`config.mk`:
```
export PLATFORM = sky130hd
export DESIGN_NAME = e3_oh_inserter
export DESIGN_NICKNAME = d
export VERILOG_FILES = /design/src/rtl/e3oh_pkg.sv /design/src/rtl/e3oh_regfile.sv /design/src/rtl/e3oh_mframe.sv /design/src/rtl/e3oh_datapath.sv /design/src/rtl/e3_oh_inserter.sv
export SDC_FILE = /design/constraint.sdc
export NUM_CORES = 1
export LEC_CHECK = 0
export BUFFER_PORTS_ARGS = -buffer_cell sky130_fd_sc_hd__buf_2
export CORE_MARGIN = 5
export CORE_UTILIZATION = 67
export CTS_BUF_LIST = sky130_fd_sc_hd__clkbuf_4 sky130_fd_sc_hd__clkbuf_8 sky130_fd_sc_hd__clkbuf_16
export CTS_CLUSTER_SIZE = 12
export DETAILED_ROUTE_END_ITERATION = 7
export PLACE_DENSITY = 0.92
export SYNTH_ARGS = -nofsm -noshare
export SYNTH_HDL_FRONTEND = slang
export SYNTH_SLANG_ARGS = --single-unit
```
`constraint.sdc`:
```
create_clock -name clk -period 3.9 [get_ports clk]
set_clock_uncertainty 0.2 [all_clocks]
set_input_delay 0.78 -clock clk [delete_from_list [all_inputs] [get_ports clk]]
set_output_delay 0.78 -clock clk [all_outputs]
set_load 0.03 [all_outputs]
```
`src/rtl/e3oh_pkg.sv`:
```
package e3oh_pkg;
   localparam int OCTET_W = 8;

   typedef enum logic [2:0] {
      OH_PAYLOAD = 3'd0,
      OH_FA1     = 3'd1,
      OH_FA2     = 3'd2,
      OH_EM      = 3'd3,
      OH_TR      = 3'd4
   } oh_pos_e;

   typedef struct packed {
      logic [OCTET_W-1:0] fa1;
      logic [OCTET_W-1:0] fa2;
      logic [OCTET_W-1:0] em;
   } oh_masks_t;
endpackage

```
`src/rtl/e3oh_regfile.sv`:
```
module e3oh_regfile
   import e3oh_pkg::*;
#(
   parameter int                ADDR_W      = 8,
   parameter int                TRACE_DEPTH = 16,
   parameter logic [ADDR_W-1:0] MASK_BASE   = 'h48,
   parameter logic [ADDR_W-1:0] TRACE_BASE  = 'h50
) (
   input  logic                                   clk,
   input  logic                                   rst_n,
   input  logic                                   we,
   input  logic [ADDR_W-1:0]                      addr,
   input  logic [OCTET_W-1:0]                     wdata,
   output logic [OCTET_W-1:0]                     rdata,
   output oh_masks_t                              masks,
   output logic [TRACE_DEPTH-1:0][OCTET_W-1:0]    trace
);
   localparam int IDX_W = $clog2(TRACE_DEPTH);

   generate
      if (ADDR_W < IDX_W + 1) begin : g_bad_aw
         $error("e3oh_regfile: ADDR_W too small for the trace store");
      end
   endgenerate

   logic [ADDR_W-1:0] tr_off;
   logic              tr_hit;
   logic              hit_fa1, hit_fa2, hit_em;
   logic [OCTET_W-1:0] rd_mux;

   assign tr_off  = addr - TRACE_BASE;
   assign tr_hit  = tr_off < ADDR_W'(TRACE_DEPTH);
   assign hit_fa1 = addr == MASK_BASE;
   assign hit_fa2 = addr == MASK_BASE + ADDR_W'(1);
   assign hit_em  = addr == MASK_BASE + ADDR_W'(2);

   always_ff @(posedge clk) begin
      if (!rst_n) begin
         masks <= '0;
      end else if (we) begin
         if (hit_fa1) masks.fa1 <= wdata;
         if (hit_fa2) masks.fa2 <= wdata;
         if (hit_em)  masks.em  <= wdata;
      end
   end

   generate
      for (genvar k = 0; k < TRACE_DEPTH; k++) begin : g_trace
         always_ff @(posedge clk) begin
            if (!rst_n)
               trace[k] <= '0;
            else if (we && tr_hit && tr_off[IDX_W-1:0] == IDX_W'(k))
               trace[k] <= wdata;
         end
      end
   endgenerate

   always_comb begin
      rd_mux = '0;
      if (hit_fa1)     rd_mux = masks.fa1;
      else if (hit_fa2) rd_mux = masks.fa2;
      else if (hit_em)  rd_mux = masks.em;
      else if (tr_hit)  rd_mux = trace[tr_off[IDX_W-1:0]];
   end

   always_ff @(posedge clk) begin
      if (!rst_n) rdata <= '0;
      else        rdata <= rd_mux;
   end

   AST_FA1_MASK_WRITE: assert property (@(posedge clk) disable iff (!rst_n)
      (we && hit_fa1) |=> masks.fa1 == $past(wdata));
   AST_EM_MASK_WRITE: assert property (@(posedge clk) disable iff (!rst_n)
      (we && hit_em) |=> masks.em == $past(wdata));
   AST_MASKS_HOLD: assert property (@(posedge clk) disable iff (!rst_n)
      !we |=> $stable(masks));
endmodule

```
`src/rtl/e3oh_mframe.sv`:
```
module e3oh_mframe
   import e3oh_pkg::*;
#(
   parameter int TRACE_DEPTH = 16
) (
   input  logic                                clk,
   input  logic                                rst_n,
   input  logic                                frame_start,
   input  oh_masks_t                           masks_live,
   input  logic [TRACE_DEPTH-1:0][OCTET_W-1:0] trace,
   output oh_masks_t                           masks_eff,
   output logic [OCTET_W-1:0]                  tr_eff
);
   localparam int CNT_W = $clog2(TRACE_DEPTH);
   localparam logic [CNT_W-1:0] CNT_LAST = CNT_W'(TRACE_DEPTH - 1);

   generate
      if (TRACE_DEPTH < 2 || (1 << CNT_W) != TRACE_DEPTH) begin : g_bad_depth
         $error("e3oh_mframe: TRACE_DEPTH must be a power of two >= 2");
      end
   endgenerate

   logic [CNT_W-1:0]   mf_cnt;
   oh_masks_t          sh_masks;
   logic [OCTET_W-1:0] sh_tr;

   always_ff @(posedge clk) begin
      if (!rst_n) begin
         mf_cnt   <= '0;
         sh_masks <= '0;
         sh_tr    <= '0;
      end else if (frame_start) begin
         mf_cnt   <= mf_cnt + CNT_W'(1);
         sh_masks <= masks_live;
         sh_tr    <= trace[mf_cnt];
      end
   end

   assign masks_eff = frame_start ? masks_live    : sh_masks;
   assign tr_eff    = frame_start ? trace[mf_cnt] : sh_tr;

   AST_MF_WRAP: assert property (@(posedge clk) disable iff (!rst_n)
      (frame_start && mf_cnt == CNT_LAST) |=> mf_cnt == '0);
   AST_MF_STEP: assert property (@(posedge clk) disable iff (!rst_n)
      !frame_start |=> $stable(mf_cnt));
   AST_SHADOW_HOLD: assert property (@(posedge clk) disable iff (!rst_n)
      !frame_start |=> $stable(sh_masks));
endmodule

```
`src/rtl/e3oh_datapath.sv`:
```
module e3oh_datapath
   import e3oh_pkg::*;
(
   input  logic               clk,
   input  logic               rst_n,
   input  logic               in_valid,
   input  logic               in_sof,
   input  oh_pos_e            in_pos,
   input  logic [OCTET_W-1:0] in_data,
   input  oh_masks_t          masks_eff,
   input  logic [OCTET_W-1:0] tr_eff,
   output logic               out_valid,
   output logic               out_sof,
   output logic [OCTET_W-1:0] out_data
);
   logic [OCTET_W-1:0] nxt;

   always_comb begin
      case (in_pos)
         OH_FA1:  nxt = in_data ^ masks_eff.fa1;
         OH_FA2:  nxt = in_data ^ masks_eff.fa2;
         OH_EM:   nxt = in_data ^ masks_eff.em;
         OH_TR:   nxt = tr_eff;
         default: nxt = in_data;
      endcase
   end

   always_ff @(posedge clk) begin
      if (!rst_n) begin
         out_valid <= 1'b0;
         out_sof   <= 1'b0;
         out_data  <= '0;
      end else begin
         out_valid <= in_valid;
         out_sof   <= in_valid & in_sof;
         out_data  <= nxt;
      end
   end

   AST_VALID_FOLLOWS: assert property (@(posedge clk) disable iff (!rst_n)
      in_valid |=> out_valid);
   AST_IDLE_FOLLOWS: assert property (@(posedge clk) disable iff (!rst_n)
      !in_valid |=> !out_valid && !out_sof);
   AST_PAYLOAD_PASS: assert property (@(posedge clk) disable iff (!rst_n)
      (in_valid && in_pos == OH_PAYLOAD) |=> out_data == $past(in_data));
endmodule

```
`src/rtl/e3_oh_inserter.sv`:
```
module e3_oh_inserter
   import e3oh_pkg::*;
#(
   parameter int                ADDR_W      = 8,
   parameter int                TRACE_DEPTH = 16,
   parameter logic [ADDR_W-1:0] MASK_BASE   = 'h48,
   parameter logic [ADDR_W-1:0] TRACE_BASE  = 'h50
) (
   input  logic               clk,
   input  logic               rst_n,
   input  logic               in_valid,
   input  logic               in_sof,
   input  logic [2:0]         in_pos,
   input  logic [7:0]         in_data,
   input  logic               reg_we,
   input  logic [ADDR_W-1:0]  reg_addr,
   input  logic [7:0]         reg_wdata,
   output logic [7:0]         reg_rdata,
   output logic               out_valid,
   output logic               out_sof,
   output logic [7:0]         out_data
);
   oh_masks_t                           masks_live, masks_eff;
   logic [TRACE_DEPTH-1:0][OCTET_W-1:0] trace;
   logic [OCTET_W-1:0]                  tr_eff;
   logic                                frame_start;

   assign frame_start = in_valid & in_sof;

   e3oh_regfile #(
      .ADDR_W(ADDR_W), .TRACE_DEPTH(TRACE_DEPTH),
      .MASK_BASE(MASK_BASE), .TRACE_BASE(TRACE_BASE)
   ) u_regs (
      .clk(clk), .rst_n(rst_n), .we(reg_we), .addr(reg_addr),
      .wdata(reg_wdata), .rdata(reg_rdata), .masks(masks_live), .trace(trace)
   );

   e3oh_mframe #(.TRACE_DEPTH(TRACE_DEPTH)) u_mframe (
      .clk(clk), .rst_n(rst_n), .frame_start(frame_start),
      .masks_live(masks_live), .trace(trace),
      .masks_eff(masks_eff), .tr_eff(tr_eff)
   );

   e3oh_datapath u_dp (
      .clk(clk), .rst_n(rst_n), .in_valid(in_valid), .in_sof(in_sof),
      .in_pos(oh_pos_e'(in_pos)), .in_data(in_data),
      .masks_eff(masks_eff), .tr_eff(tr_eff),
      .out_valid(out_valid), .out_sof(out_sof), .out_data(out_data)
   );

   AST_SOF_MARK: assert property (@(posedge clk) disable iff (!rst_n)
      out_sof |-> out_valid);
endmodule

```
==> results by group, run 1 <==
Global route
  • Vias in the first global route: 8968
  • GRT Util Overall: 32.9%
  • Global-route wire length before repair: 48.5 mm
  • Largest net degree at the start of global routing: 84
  • Remaining Overflow, GRT: 0
  • Initial antenna violation count: 0

Timing
  • Final setup viols: 0
  • Fin. Hold Viols: 0
  • Ratio of final minimum period to clock period: 77.5%
  • F_max: 331 MHz
  • Worst Tran Pin Value: 1130 ps
  • Slew HR: 24.8%
  • Hold WS: 263 ps
  • Final TNS setup: 0 ps
  • Worst setup margin: 879 ps
  • Final min period: 3020 ps
  • RSZ-0062 raised after global routing: false
  • Slew Viols, Final: 0

Synth
  • Ys Warns: 0
  • Instance count of the mapped netlist: 1135
  • Top_reg_cell synth: dfxtp_1
  • Synth async-reset ratio: 0%
  • Mean post-synth cell area: 9.60 sq um
  • Mapped Nets: 1168
  • EDFF count, synth: 0
  • Sequential element share of the synthesized area: 37.8%
  • Synthesized flop and latch total: 206
  • Synthesized area: 10900 sq um
  • Library cells used by synthesis: 49

Detailed routing
  • DR pass1 iterations: 6
  • WL per Instance: 22.6 um
  • Vias per cell: 6.85
  • # DRC: 0
  • Initial drt markers: 1383
  • Total wire length after detailed routing: 30.8 mm
  • Via count: 9329
  • Final ANT Viol Nets: 0

Worst setup path
  • Required time worst endpoint: 4080 ps
  • Worst r2r src: u_mframe.mf_cnt[1]$_SDFFE_PN0N_
  • Critical Path AT: 3200 ps
  • CP max FO: 21
  • Worst setup path start: u_mframe.mf_cnt[1]$_SDFFE_PN0N_
  • Crit Path Category: reg2reg
  • Nature of the critical path startpoint: flip-flop
  • CP Capture Type: flip-flop

Clock tree
  • Worst skew pair latency: 510 ps
  • H-tree levels: 1
  • CTS tree: done
  • Clock transition at path regs: 60 ps
  • PostCTS Resize Cnt: 0
  • Clock buffer depth: 3
  • Total CTS buffers: 22
  • Root Driver: clkbuf_16
  • Hold buffer count at cts: 0
  • Setup Buffers After CTS: 0
  • CTS Sinks: 206

Pwr
  • Max VDD drop: 0.366 mV
  • PD cells: 379 nW/um^2
  • Leak: 0.00433 uW

Placed design
  • Placement Setup Slack: 576 ps
  • DP HPWL: 19.9 mm
  • Number of port buffers: 49
  • RePlAce Congestion: 0.934

Cells and area
  • Layout area overhead: 9.13%
  • Commonest cells after routing, fill and taps aside: dfxtp_1 (205), nand2_1 (170), a21boi_0 (114)
  • Layout cells sized above 1: 17.6%
  • Leading cell type in the layout, fill and taps excluded: dfxtp_1
  • NumNets Final: 1166
  • Multi-input gate area: 6250 sq um
  • Fill cell count: 1027
  • Reg area: 4130 sq um

Min path
  • Hold Crit Class: reg2reg
  • Hold Path Origin: u_mframe.sh_masks[7]$_SDFF_PN0_

Floorplanning
  • Die Ht: 138 um
  • Num rows: 46
  • Die area: 18900 sq um
  • Starting density of the core: 68.4%
  • Top Ports: 50
  • Die Span X: 138 um
  • Core Region: 15900 sq um

Run status
  • Outcome: complete, no violations

Job
  • Max-cap violations: 0
[cells by family (layout without fill, tap and decap cells)]
logic type,after synthesis,in the layout,synth area share (%)
other,0,1,0
flip-flops,206,206,37.8
XOR/XNOR,3,3,0.241
AND/OR/NAND/NOR,383,383,17.5
multiplexers,155,155,22.9
AO/OA/AOI/OAI,264,264,16.6
buffers and inverters,123,132,4.86
adder cells (fa/ha/maj),1,1,0.115
[routing by layer]
metal | vias to the layer above | part of all wire, % | global-route usage (%)
met4 | 0 | 5.0 | 15.7
met2 | 688 | 47 | 53.3
met1 | 4434 | 35 | 41.9
li1 | 4062 | - | -
met5 | - | 0 | 0
met3 | 145 | 12 | 7.30
[synth_stat cells (5+ instances only)]
master	instances	area, sq um
a211o_1	7	61.3
a211oi_1	5	37.5
a21boi_0	114	856
a21oi_1	11	55.1
a221oi_1	7	61.3
a22o_1	14	123
and2_1	13	81.3
and3_1	8	50.1
buf_1	8	30.0
buf_2	24	120
buf_4	5	37.5
clkbuf_1	65	244
dfxtp_1	206	4120
inv_1	19	71.3
mux2_2	8	90.1
mux2i_1	75	751
mux4_1	8	210
mux4_2	64	1440
nand2_1	171	642
nand2b_1	7	43.8
nand3_1	61	305
nor2_1	29	109
nor2b_1	74	463
o21a_1	6	45.0
o21ai_0	81	405
o221ai_1	7	61.3
[worst max-delay path, cell delays in order, from the launching register on]
cell and delay, ps:
dfxtp_1 1060, buf_4 360, mux4_2 330, a22o_1 300
nor2_1 310, o21ai_0 140, o21a_1 190
[per-stage QoR]
stage	instance area, sq um	util (%)	total power, uW	std cells
5_1_grt	11900	74.6	4630	1360
4_1_cts	11900	74.6	4500	1360
3_3_place_gp	11200	70.2	2500	1325
6_report	11900	74.6	4510	1361
3_5_place_dp	11200	70.2	2510	1325
2_1_floorplan	10900	-	2420	1135
[worst paths after layout]
path | end | slack [ps] | depth (start not counted)
hold / removal | u_mframe.sh_masks[7]$_SDFF_PN0_ | 260 | 2
setup / recovery | u_dp.out_data[1]$_SDFF_PN0_ | 880 | 6
setup reg to reg | u_dp.out_data[1]$_SDFF_PN0_ | 880 | 6
hold reg to reg | u_mframe.sh_masks[7]$_SDFF_PN0_ | 260 | 2
[sequential cells by signal, indices dropped and copies added, names as in the netlist]
signal	flops
u_regs.trace	128
u_mframe.sh_tr	8
u_dp.out_data	8
u_regs.rdata	8
u_mframe.sh_masks	24
u_regs.masks	24
u_dp.out_sof	1
u_mframe.mf_cnt	4
u_dp.out_valid	1
[layout make-up]
class / count / share of cell area (%)
multi-input combinational: 806 / 52.5
inverter: 19 / 0.600
tap: 216 / 2.27
antenna: 1 / 0.0210
clock inverter: 2 / 0.0842
clock buffer: 33 / 5.79
timing repair buffer: 78 / 4.02
sequential: 206 / 34.7
[where the power goes]
group / switching, uW / internal [uW] / total (uW) / leakage (uW)
combinational: 223 / 124 / 347 / 0.00231
sequential: 15.5 / 2120 / 2130 / 0.00166
clock: 825 / 1210 / 2030 / 0.000353
Note: power is estimated with default switching activity, not from simulation.
==> inputs of run 2 (changes only) <==
--- a/config.mk
+++ b/config.mk
@@ -7,11 +7,11 @@
 export LEC_CHECK = 0
 export BUFFER_PORTS_ARGS = -buffer_cell sky130_fd_sc_hd__buf_2
 export CORE_MARGIN = 5
-export CORE_UTILIZATION = 67
+export CORE_UTILIZATION = 56
 export CTS_BUF_LIST = sky130_fd_sc_hd__clkbuf_4 sky130_fd_sc_hd__clkbuf_8 sky130_fd_sc_hd__clkbuf_16
 export CTS_CLUSTER_SIZE = 12
 export DETAILED_ROUTE_END_ITERATION = 7
-export PLACE_DENSITY = 0.92
+export PLACE_DENSITY = 0.83
 export SYNTH_ARGS = -nofsm -noshare
 export SYNTH_HDL_FRONTEND = slang
 export SYNTH_SLANG_ARGS = --single-unit
==> constraint.sdc (replaced) <==
create_clock -name clk -period 2.6 [get_ports clk]
set_clock_uncertainty 0.2 [all_clocks]
set_input_delay 0.52 -clock clk [delete_from_list [all_inputs] [get_ports clk]]
set_output_delay 0.52 -clock clk [all_outputs]
set_load 0.03 [all_outputs]
==> run 2 against run 1 <==
  * Setup slack got worse by 680 ps
  * First-iteration DRC count fell by 25%
  * Via count fell by 2.2%
  * Register-to-register slack got worse by 680 ps
  * Non-clock buffer count rose by 33
  * Clock power rose by 51%
  * Wire length rose by 0.74%
  * Design area rose by 3.6%
  * Maximum frequency rose by 26%
  * Count of clock-buffer cells in the layout did not move
  * Sequential power rose by 49%
  * Sequential share of layout area fell by 1.2 points
  * Largest power group unchanged
==> results by group, run 2 (synthesis results as in run 1) <==
Timing
  • Final setup viols: 0
  • Slew HR: 58.8%
  • Fin. Hold Viols: 0
  • Final TNS setup: 0 ps
  • Final min period: 2400 ps
  • Ratio of final minimum period to clock period: 92.2%
  • Slew Viols, Final: 0
  • Worst Tran Pin Value: 616 ps
  • Hold WS: 174 ps
  • F_max: 417 MHz
  • RSZ-0062 raised after global routing: false

Global route
  • Largest net degree at the start of global routing: 162
  • Initial antenna violation count: 0
  • GRT Util Overall: 27.8%
  • Vias in the first global route: 9083
  • Global-route wire length before repair: 49.3 mm
  • Remaining Overflow, GRT: 0

Worst setup path
  • Crit path max-delay family: compound AO/OA/AOI/OAI gates
  • Critical Path AT: 2590 ps
  • Cell breakdown of the critical path: buf_12 > mux4_2 > a22o_1 > nor2_1 > o21ai_0 > o21a_1
  • Reg-to-reg endpoint: u_dp.out_data[2]$_SDFF_PN0_
  • CP Capture Type: flip-flop
  • Worst r2r src: u_mframe.mf_cnt[0]$_SDFFE_PN0N_
  • Nature of the critical path startpoint: flip-flop
  • Slowest CP cell: mux4_2
  • Required time worst endpoint: 2790 ps
  • Max incr delay on CP: 530 ps
  • CP max FO: 16
  • R2r worst-path depth: 6
  • Crit Path Category: reg2reg
  • Worst Path Buf+Inv: 1
  • Reg-to-reg setup timing slack: 200 ps

Placed design
  • DP HPWL: 21.3 mm
  • RePlAce Congestion: 0.979
  • Number of port buffers: 49

Clock tree
  • Worst skew pair latency: 510 ps
  • PostCTS Resize Cnt: 0
  • H-tree levels: 1
  • CTS tree: done
  • Hold buffer count at cts: 0
  • Root Driver: clkbuf_16
  • Clock transition at path regs: 60 ps
  • Clock buffer depth: 3
  • Total CTS buffers: 22
  • CTS Sinks: 206
  • Setup Buffers After CTS: 0

Detailed routing
  • # DRC: 0
  • Initial drt markers: 1031
  • Via count: 9121
  • Total wire length after detailed routing: 31.0 mm
  • Final ANT Viol Nets: 0
  • DR pass1 iterations: 5
  • WL per Instance: 21.5 um
  • Vias per cell: 6.33

Job
  • Max-cap violations: 0

Cells and area
  • Multi-input gate area: 6250 sq um
  • Reg area: 4130 sq um
  • Layout cells sized above 1: 19.8%
  • Fill cell count: 1486
  • Max FFs per register: 128
  • Largest registers: u_regs.trace: 128 flops, u_mframe.sh_masks: 24 flops, u_regs.masks: 24 flops
  • Layout area overhead: 13.1%
  • Leading cell type in the layout, fill and taps excluded: dfxtp_1
  • NumNets Final: 1199
  • Commonest cells after routing, fill and taps aside: dfxtp_1 (205), nand2_1 (170), a21boi_0 (114)
  • Biggest register: u_regs.trace
  • Inserted Diodes: 0

Floorplanning
  • Die Span X: 150 um
  • Die area: 22400 sq um
  • Die Ht: 150 um
  • Starting density of the core: 56.4%
  • Top Ports: 50
  • Core Region: 19300 sq um
  • Num rows: 51

Min path
  • Hold path cells: 2
  • Hold Path Sink: u_dp.out_valid$_SDFF_PN0_
  • Hold Path Origin: in_valid
  • Hold Crit Class: in2reg

Pwr
  • Leak: 0.00453 uW
  • Max VDD drop: 0.314 mV
  • PD cells: 553 nW/um^2

Run status
  • Outcome: complete, no violations
==> run 2: cell count changes in the layout (fill, tap and decap cells not counted) <==
cell,delta
clkinv_4,+1
buf_12,+10
buf_4,+23
clkinv_2,-2
diode_2,-1
==> run 2: final cells by class <==
class	count	share of cell area, %
sequential	206	33.5
timing repair buffer	111	6.90
clock buffer	33	5.58
inverter	19	0.579
tap	265	2.69
clock inverter	1	0.0711
multi-input combinational	806	50.7
==> run 2: worst max path at each step <==
stage,from,cells past startpoint,end
6_report,u_mframe.mf_cnt[0]$_SDFFE_PN0N_,6,u_dp.out_data[2]$_SDFF_PN0_
5_1_grt,u_mframe.mf_cnt[0]$_SDFFE_PN0N_,6,u_dp.out_data[2]$_SDFF_PN0_
4_1_cts,u_mframe.mf_cnt[0]$_SDFFE_PN0N_,6,u_dp.out_data[5]$_SDFF_PN0_
3_5_place_dp,reg_addr[0],6,u_regs.rdata[6]$_SDFF_PN0_
3_3_place_gp,reg_addr[0],6,u_regs.rdata[6]$_SDFF_PN0_
2_1_floorplan,reg_addr[1],7,u_regs.rdata[7]$_SDFF_PN0_
==> run 2: worst reg2reg max path: stages (launching register included) <==
cell and delay, ps:
dfxtp_2 380, buf_12 190, mux4_2 550, a22o_1 250, nor2_1 300, o21ai_0 220
o21a_1 210
==> run 2: report_power, final <==
| part | switching, uW | internal [uW] |
|---|---|---|
| clock | 1250 | 1810 |
| combinational | 350 | 219 |
| sequential | 8.37 | 3170 |
| total | 1610 | 5200 |
==> run 2: stage by stage <==
step / total power [uW] / instance area [sq um] / util [%] / setup slack, ps / instances
floorplan: 3630 / 10900 / - / 185 / 1135
global placement: 3800 / 11600 / 60.1 / 61.6 / 1407
detailed placement: 3810 / 11600 / 60.1 / 27.1 / 1407
CTS: 6830 / 12300 / 63.7 / 234 / 1441
global route: 7000 / 12300 / 63.7 / 136 / 1441
finish: 6810 / 12300 / 63.7 / 204 / 1441
==> run 2: metal layers <==
metal  GRT usage, %  routed length, um  vias to the layer above
met3           5.09               2950                       99
met5              0                  0                        -
met2           44.4              14300                      471
met1           37.4              12400                     4424
li1               -                  -                     4127
met4           11.7               1380                        0
==> inputs of run 3 (changes only) <==
--- a/config.mk
+++ b/config.mk
@@ -5,6 +5,7 @@
 export SDC_FILE = /design/constraint.sdc
 export NUM_CORES = 1
 export LEC_CHECK = 0
+export ABC_AREA = 1
 export BUFFER_PORTS_ARGS = -buffer_cell sky130_fd_sc_hd__buf_2
 export CORE_MARGIN = 5
 export CORE_UTILIZATION = 56
==> run 3 against run 2 <==
  * Design area fell by 6.6%
  * First-iteration DRC count increased by 56%
  * Combinational power rose by 44%
  * Clock power up 8.5%
  * Synthesized cell count grew 40%
  * Critical endpoint is now u_dp.out_data[3]$_SDFF_PN0_
  * Maximum frequency increased by 16%
  * Setup slack better by 320 ps
  * Global-route usage is 2.9 points higher
  * Critical path type unchanged
  * Sequential power up 2%
  * Sequential cell count did not move
==> results by group, run 3 <==
Run status
  • Outcome: complete, no violations

Worst setup path
  • CP max FO: 64
  • Nature of the critical path startpoint: flip-flop
  • Cell breakdown of the critical path: buf_12 > a21oi_1 > o21ai_0 > nand3_1 > nand2_1 > nand2_1 > nand3_1 > nand3_1 > nand2_1
  • Reg-to-reg endpoint: u_dp.out_data[3]$_SDFF_PN0_
  • CP Capture Type: flip-flop
  • Critical Path AT: 2330 ps
  • Reg-to-reg setup timing slack: 530 ps
  • Slowest CP cell: dfxtp_4
  • Max incr delay on CP: 550 ps
  • Worst r2r src: u_mframe.mf_cnt[0]$_SDFFE_PN0N_
  • Required time worst endpoint: 2860 ps
  • R2r worst-path depth: 9
  • Crit Path Category: reg2reg

Global route
  • Met1 usage: 46.6%
  • GRT Max-Usage Layer: met1
  • M2 GR Usage: 45.3%
  • GRT Util Overall: 30.7%
  • GR Util met3: 4.99%
  • Remaining Overflow, GRT: 0
  • Largest net degree at the start of global routing: 168
  • Vias in the first global route: 9452
  • Initial antenna violation count: 0
  • Global-route wire length before repair: 53.2 mm

Synth
  • Largest area contributor in the netlist: dfxtp_1
  • Ys Warns: 0
  • Mapped Nets: 1623
  • Synthesized flop and latch total: 206
  • Instance count of the mapped netlist: 1590
  • Synth area leaders: dfxtp_1 (40%), nand2_1 (14%), o21ai_0 (11%)
  • Synthesized area: 10400 sq um
  • Top-count cell post-synth: nand2_1
  • Library cells used by synthesis: 31
  • Top_reg_cell synth: dfxtp_1
  • Post-synth top area share: 39.8%
  • Synth async-reset ratio: 0%
  • Mean post-synth cell area: 6.52 sq um
  • Commonest cells in the netlist: nand2_1 (378), o21ai_0 (222), a21oi_1 (211), dfxtp_1 (206), inv_1 (171)
  • Sequential element share of the synthesized area: 39.8%
  • EDFF count, synth: 0

Clock tree
  • Worst skew pair latency: 520 ps
  • PostCTS Resize Cnt: 0
  • Setup Buffers After CTS: 0
  • H-tree levels: 1
  • Root Driver: clkbuf_16
  • Hold buffer count at cts: 0
  • Total CTS buffers: 23
  • Clock buffer depth: 3
  • Clock transition at path regs: 60 ps
  • CTS tree: done
  • CTS Sinks: 206

Job
  • Max-cap violations: 0

Placed design
  • DP HPWL: 23.4 mm
  • Dpl cell area: 10700 sq um
  • Number of port buffers: 49
  • RePlAce Congestion: 0.998

Timing
  • Final min period: 2070 ps
  • Final setup viols: 0
  • RSZ-0062 raised after global routing: false
  • Slew HR: 54.4%
  • Worst Tran Pin Value: 682 ps
  • Slew Viols, Final: 0
  • F_max: 483 MHz
  • Fin. Hold Viols: 0
  • Ratio of final minimum period to clock period: 79.7%
  • Final TNS setup: 0 ps

Cells and area
  • Commonest cells after routing, fill and taps aside: nand2_1 (378), o21ai_0 (222), a21oi_1 (211)
  • Leading cell type in the layout, fill and taps excluded: nand2_1
  • Largest registers: u_regs.trace: 128 flops, u_mframe.sh_masks: 24 flops, u_regs.masks: 24 flops
  • Max FFs per register: 128
  • Core Util, Final: 63.7%
  • Biggest register: u_regs.trace
  • NumNets Final: 1638
  • Inserted Diodes: 0
  • Fin area: 11500 sq um
  • Layout area overhead: 11.1%
  • Layout cells sized above 1: 10.3%

Detailed routing
  • # DRC: 0
  • Initial drt markers: 1606
  • Total wire length after detailed routing: 33.4 mm
  • WL per Instance: 18.1 um
  • Vias per cell: 5.65
  • Via count: 10442
  • DR pass1 iterations: 6
  • Final ANT Viol Nets: 0

Floorplanning
  • Core Region: 18100 sq um
  • Top Ports: 50
  • Die area: 21300 sq um
  • Num rows: 49
  • Die Ht: 146 um
  • Die Span X: 146 um
  • Starting density of the core: 57.3%

Min path
  • Hold Crit Class: in2reg
  • Hold Path Sink: u_dp.out_valid$_SDFF_PN0_
  • Hold Path Origin: in_valid
  • Hold path cells: 3

Pwr
  • Leak: 0.00496 uW
  • Max VDD drop: 0.465 mV
  • PD cells: 640 nW/um^2
  • PnR Total Power: 7370 uW
[run 3: cell count changes after synthesis, moves of 14 or more]
cell,before,now
nand2_1,171,378
a21oi_1,11,211
inv_1,19,171
o21ai_0,81,222
a21boi_0,114,1
nor2_1,29,140
mux2i_1,75,0
nor2b_1,74,0
mux4_2,64,0
nand3_1,61,84
a22o_1,14,0
nor2_4,0,14
[run 3: cell type report]
cell class	instances	area, sq um
clock buffer	34	721
sequential	206	4130
clock inverter	5	53.8
fill	1660	6570
inverter	184	696
timing repair buffer	88	578
multi-input combinational	1102	5050
tap	229	287
[run 3: critical path: cells and delay by family, from the launching register on]
kind,cells,cell delay [ps]
flip-flops,1,550
AND/OR/NAND/NOR,6,750
AO/OA/AOI/OAI,2,200
buffers and inverters,1,290
[run 3: report_power, final]
| part | internal (uW) | switching [uW] | leakage [uW] | total [uW] |
|---|---|---|---|---|
| logic | 232 | 586 | 0.00290 | 818 |
| clock network | 2000 | 1320 | 0.000390 | 3320 |
| registers | 3210 | 26.5 | 0.00167 | 3230 |
[run 3: logic make-up (layout without fill, tap and decap cells)]
group                      after synthesis  count (layout)  synth area share [%]
and+or+nand+nor                        642             642                  26.2
adders and majority gates                1               1                 0.121
AOI/OAI and AO/OA                      459             459                  22.4
buffers and inverters                  282             311                  11.5
DFF                                    206             206                  39.8
[run 3: metrics by stage]
step           worst slack, ps  instances  hold WS (ps)
2_1_floorplan              613       1590           237
5_1_grt                    471       1848          69.7
3_3_place_gp               270       1809           251
4_1_cts                    618       1848          11.4
6_report                   528       1848          23.6
3_5_place_dp               263       1809           257
[run 3: worst max-delay path by stage]
stage               slack [ps]                            start  depth (start not counted)                             to
floorplan                  610                      reg_addr[0]                          9  u_regs.masks[13]$_SDFFE_PN0P_
global placement           270                      reg_addr[1]                         14     u_regs.rdata[0]$_SDFF_PN0_
detailed placement         260                      reg_addr[0]                         14     u_regs.rdata[0]$_SDFF_PN0_
CTS                        620  u_mframe.mf_cnt[0]$_SDFFE_PN0N_                          9    u_dp.out_data[3]$_SDFF_PN0_
global route               470  u_mframe.mf_cnt[0]$_SDFFE_PN0N_                          9    u_dp.out_data[0]$_SDFF_PN0_
finish                     530  u_mframe.mf_cnt[0]$_SDFFE_PN0N_                          9    u_dp.out_data[3]$_SDFF_PN0_
[run 3: routing by layer]
metal  vias to the layer above  part of all wire, %  routed length, um
li1                       5146                    -                  -
met1                      4640                   43              14500
met2                       591                   42              14100
met3                        65                   12               3860
met4                         0                  2.9                970
met5                         -                    0                  0
